`src/rtl/serial_audio_rx.sv`:
```
module serial_audio_rx #(
  parameter int WORD_W      = 24,
  parameter int SYNC_STAGES = 2
) (
  input  logic              clk,
  input  logic              rst_n,
  input  logic              bit_clk,
  input  logic              frame_clk,
  input  logic              ser_data,
  input  logic [2:0]        format,
  output logic [WORD_W-1:0] pcm_word,
  output logic              pcm_right,
  output logic              pcm_valid
);
  localparam int CNT_W = $clog2(WORD_W + 1);

  logic [SYNC_STAGES:0]   bck_sr, lr_sr, sd_sr;
  logic                   bck_rise, lr_now, bit_now;
  logic                   is_rj, is_i2s;
  logic                   lr_q1, lr_q2, started;
  logic [1:0]             seen;
  logic                   eff_lr, eff_prev, eff_ok, boundary;
  logic [WORD_W-1:0]      head, tail, lj_word, rj_word;
  logic signed [WORD_W-1:0] rj_tmp;
  logic [CNT_W-1:0]       cnt, rj_shift;

  always_ff @(posedge clk) begin
    if (!rst_n) begin
      bck_sr <= '0;
      lr_sr  <= '0;
      sd_sr  <= '0;
    end else begin
      bck_sr <= {bck_sr[SYNC_STAGES-1:0], bit_clk};
      lr_sr  <= {lr_sr[SYNC_STAGES-1:0], frame_clk};
      sd_sr  <= {sd_sr[SYNC_STAGES-1:0], ser_data};
    end
  end

  assign bck_rise = bck_sr[SYNC_STAGES-1] & ~bck_sr[SYNC_STAGES];
  assign lr_now   = lr_sr[SYNC_STAGES-1];
  assign bit_now  = sd_sr[SYNC_STAGES-1];

  assign is_rj  = format[2];
  assign is_i2s = (format == 3'b001);

  assign eff_lr   = is_i2s ? lr_q1   : lr_now;
  assign eff_prev = is_i2s ? lr_q2   : lr_q1;
  assign eff_ok   = is_i2s ? seen[1] : seen[0];
  assign boundary = eff_ok && (eff_lr != eff_prev);

  always_comb begin
    case (format[1:0])
      2'b00:   rj_shift = CNT_W'(WORD_W - 24);
      2'b01:   rj_shift = CNT_W'(WORD_W - 20);
      2'b10:   rj_shift = CNT_W'(WORD_W - 18);
      default: rj_shift = CNT_W'(WORD_W - 16);
    endcase
    rj_tmp  = tail << rj_shift;
    rj_word = rj_tmp >>> rj_shift;
    lj_word = head << (CNT_W'(WORD_W) - cnt);
  end

  always_ff @(posedge clk) begin
    if (!rst_n) begin
      lr_q1     <= 1'b0;
      lr_q2     <= 1'b0;
      seen      <= '0;
      started   <= 1'b0;
      head      <= '0;
      tail      <= '0;
      cnt       <= '0;
      pcm_word  <= '0;
      pcm_right <= 1'b0;
      pcm_valid <= 1'b0;
    end else begin
      pcm_valid <= 1'b0;
      if (bck_rise) begin
        lr_q1 <= lr_now;
        lr_q2 <= lr_q1;
        seen  <= {seen[0], 1'b1};
        tail  <= {tail[WORD_W-2:0], bit_now};
        if (boundary) begin
          started <= 1'b1;
          head    <= {{(WORD_W-1){1'b0}}, bit_now};
          cnt     <= CNT_W'(1);
          if (started) begin
            pcm_word  <= is_rj ? rj_word : lj_word;
            pcm_right <= is_i2s ? eff_prev : ~eff_prev;
            pcm_valid <= 1'b1;
          end
        end else if (cnt < CNT_W'(WORD_W)) begin
          head <= {head[WORD_W-2:0], bit_now};
          cnt  <= cnt + CNT_W'(1);
        end
      end
    end
  end

  logic have_prev, prev_tag;
  always_ff @(posedge clk) begin
    if (!rst_n) begin
      have_prev <= 1'b0;
      prev_tag  <= 1'b0;
    end else if (pcm_valid) begin
      have_prev <= 1'b1;
      prev_tag  <= pcm_right;
    end
  end

  assert_valid_single_R8: assert property (@(posedge clk) disable iff (!rst_n)
    pcm_valid |=> !pcm_valid);

  assert_valid_follows_rise_R8: assert property (@(posedge clk) disable iff (!rst_n)
    pcm_valid |-> $past(bck_rise));

  assert_tag_alternates_R8: assert property (@(posedge clk) disable iff (!rst_n)
    (pcm_valid && have_prev) |-> (pcm_right != prev_tag));

  assert_rj16_sign_R6: assert property (@(posedge clk) disable iff (!rst_n)
    (pcm_valid && format == 3'b111) |->
      (pcm_word[WORD_W-1:15] == '0 || pcm_word[WORD_W-1:15] == '1));

  assert_word_stable_R8: assert property (@(posedge clk) disable iff (!rst_n)
    !pcm_valid |=> (pcm_valid || $stable(pcm_word)));
endmodule

```
`config.mk`:
```
export PLATFORM = sky130hd
export DESIGN_NAME = serial_audio_rx
export DESIGN_NICKNAME = d
export VERILOG_FILES = /design/src/rtl/serial_audio_rx.sv
export SDC_FILE = /design/constraint.sdc
export NUM_CORES = 1
export LEC_CHECK = 0
export ABC_AREA = 1
export ABC_CLOCK_PERIOD_IN_PS = 3900
export BUFFER_PORTS_ARGS = -buffer_cell sky130_fd_sc_hd__buf_2
export CAP_MARGIN = 20
export CORE_AREA = 3 3 108 110
export DETAILED_ROUTE_END_ITERATION = 16
export DIE_AREA = 0 0 111 113
export PLACE_DENSITY = 0.81
export REMOVE_ABC_BUFFERS = 1
export SKIP_CTS_REPAIR_TIMING = 1
export SYNTH_ARGS = -nofsm -noshare
export SYNTH_HDL_FRONTEND = slang
export SYNTH_SLANG_ARGS = --single-unit
```
`constraint.sdc`:
```
create_clock -name clk -period 3.9 [get_ports clk]
set_input_delay 0 -clock clk [delete_from_list [all_inputs] [get_ports clk]]
set_output_delay 0 -clock clk [all_outputs]
set_load 0.01 [all_outputs]
```
==> qor.txt <==
Leak - 2.80 nW
Worst Path Max Fanout - 29
Setup Total Neg Slack - 0 ns
overall die height - 113 µm
startpoint type of the worst setup path - flop
post-synthesis sequential area ratio - 30.0%
Initial DRC Count - 769
number of nets with antenna violations after routing - 0
final hold violation count - 0
PD cells - 319 nW/µm²
critical setup path kind - flop to flop
maximum number of pins on one net before global-route repair - 42
Max stage delay cell, worst path - nor2_1
share of layout cells above drive strength 1 - 8.08%
area added between synthesis and finish - 5.03%
wire length of the first global-routing pass - 26800 µm
f_max - 369 MHz
Top Ports - 34
Tightest Hold Check Type - input port to flop
kind of capture point of the worst setup path - flop
ordered cell list for the critical path - inv_2, ha_1, nand2_1, nand3_1, nand2_2, nor2_1, inv_1, o21ai_0, inv_1, a21oi_1
clock network latency to the later pin of the worst-skew pair - 0.39 ns
Final #Nets - 1011
vias in the first global route - 5713
post-DP HPWL - 11200 µm
largest family of logic cells by synthesized area - simple AND/OR/NAND/NOR gates
Initial Utilization - 56.2%
number of buffers on the longest clock path - 2
count of clock tree sinks - 91
Critical Path RT - 4.23 ns
overall power consumption - 2.03 mW
clk root buf - clkbuf_8
final cycle utilization of the critical path - 69.5%
first-pass iteration count of the detailed router - 7
Most Frequent Cell on Critical Path - inv_1
overflow left after global routing - 0
basic-gate share of the synthesized area counting and, or, nand and nor cells - 43.0%
initial antenna violation count - 0
buffering stage count on the worst path with inverters included - 3
largest delay contributor family on the critical path - simple AND/OR/NAND/NOR gates
Max Slew Vio Count - 0
final critical path time including I/O delays and setup - 2.71 ns
total die area - 12500 µm²
multiplexer share of the synthesized area - 0%
area fraction in compound gates after synthesis - 15.6%
fraction of synthesized cell area in xor and xnor cells - 0.949%
post-route clock skew - 0.0160 ns
setup repair after global routing missed its margin - false
Netlist cell types - 27
Row Count - 38
commonest non-fill, non-tap cells in the layout - nand2_1, nand3_1, a21oi_1, dfxtp_1, o21ai_0
delay of the slowest cell on the worst path - 0.62 ns
actual transition at the worst max-transition pin - 0.859 ns
core area - 10800 µm²
max_cap viols - 0
final routed wirelength across all metal layers - 15800 µm
endpoints failing setup - 0
critical path arrival - 3.04 ns
IR Drop Worst-Case VDD - 0.271 mV
number of clock buffers inserted by TritonCTS - 9
H-tree level count - 3
Tot GR Track Use - 25.5%
clock slew at the register clock pins of the worst setup and hold paths - 0.10 ns
Placer Congestion - 0.924
Mapped Area - 6070 µm²
most common library cell in the layout ignoring fill and taps - nand2_1
status - finished, final reports clean
chip width - 111 µm
count of warnings emitted by yosys - 0
Via Count - 6465
worst slew margin relative to its limit - 42.7%
DR DRC count - 0
clock tree from TritonCTS - built
synthesized area divided by synthesized cell count - 6.01 µm²
number of synthesized register bits - 91
IO buf count - 33
arithmetic-cell share of the synthesized area counting full adders, half adders and majority gates - 1.24%
detail-routed net length per standard cell - 13.8 µm
Mapped Cells - 1010
antenna diode count - 0
detailed-route vias per instance - 5.66
[where the power goes]
part           internal, mW  switching [mW]  total [mW]  leakage, nW
logic                 0.132           0.299       0.430         1.96
clock network         0.293           0.346       0.640       0.0950
registers             0.947          0.0149       0.962        0.738
total                  1.37           0.660        2.03         2.80
[worst paths after layout]
| check | from | endpoint | slack (ns) | depth (start not counted) |
|---|---|---|---|---|
| worst min register to register | sd_sr[0] | sd_sr[1] | 0.42 | 2 |
| worst max register to register | cnt[0] | pcm_word[5] | 1.19 | 10 |
| worst min-delay path | format[2] | pcm_word[5] | 0.07 | 3 |
| worst max-delay path | cnt[0] | pcm_word[5] | 1.19 | 10 |
[cells in the mapped netlist]
master    count  area [µm²]
nand2_1     295        1110
nand3_1     248        1240
a21oi_1      92         460
dfxtp_1      91        1820
o21ai_0      47         235
inv_1        43         161
nor2_1       41         154
buf_2        29         145
clkbuf_1     22        82.6
o21ai_1      21         105
o211ai_1     15         113
buf_1        12        45.0
inv_2        12        45.0
ha_1          6        75.1
a31oi_1       5        31.3
buf_4         5        37.5
clkinv_1      5        18.8
nand2_2       4        25.0
and2_1        3        18.8
nand4_1       3        18.8
buf_6         2        22.5
nor2_2        2        12.5
nor3_1        2        10.0
xor2_2        2        32.5
nand4_4       1        21.3
xnor2_2       1        16.3
xor2_1        1        8.76
[metrics by stage]
| step | setup slack [ns] | instance area [µm²] | hold slack [ns] | utilization (%) | cells |
|---|---|---|---|---|---|
| 4_1_cts | 1.24 | 6340 | -0.214 | 58.8 | 1139 |
| 6_report | 1.19 | 6370 | 0.0677 | 59.0 | 1142 |
| 2_1_floorplan | 0.853 | 5730 | 0.0935 | - | 940 |
| 3_5_place_dp | 1.26 | 6150 | 0.186 | 57.0 | 1123 |
| 5_1_grt | 0.910 | 6370 | 0.0980 | 59.0 | 1142 |
| 3_3_place_gp | 1.28 | 6150 | 0.181 | 57.0 | 1123 |
[metal layers]
layer  part of all wire [%]  track usage, %  vias to the layer above  wire length, µm
met1                     47            36.2                     2857             7480
li1                       -               -                     3357                -
met3                    6.3            3.16                       31              997
met5                      0               0                        -                0
met4                    2.5            11.1                        0              402
met2                     44            39.2                      220             6920
[cell type report]
cell class | instances | area (µm²)
repair buffers | 46 | 270
clock inverters | 7 | 68.8
inverters | 60 | 225
multi-input cells | 789 | 3690
flip-flops and latches | 91 | 1820
clock buffers | 9 | 124
fillers | 1058 | 4420
well taps | 140 | 175
[tightest hold or removal path: cells and delay by family]
family | cells | cell delay (ns)
AO/OA/AOI/OAI | 1 | 0.05
buffers and inverters | 1 | 0.24
AND/OR/NAND/NOR | 1 | 0.12
[registers in the layout, indices dropped and copies added (netlist names)]
register and count:
cnt 5, started 1, sd_sr 2, pcm_right 1
head 24, seen 2, tail 24, bck_sr 3
pcm_word 24, lr_q1 1, pcm_valid 1, lr_sr 2
lr_q2 1
[cells by family (layout without fill, tap and decap cells)]
| family | count (synthesis) | count (layout) |
|---|---|---|
| fa+ha+maj | 6 | 6 |
| xor+xnor | 4 | 4 |
| simple gates | 599 | 599 |
| buf+inv | 130 | 122 |
| compound gates | 180 | 180 |
| flops | 91 | 91 |
(Power assumes the default switching activity.)
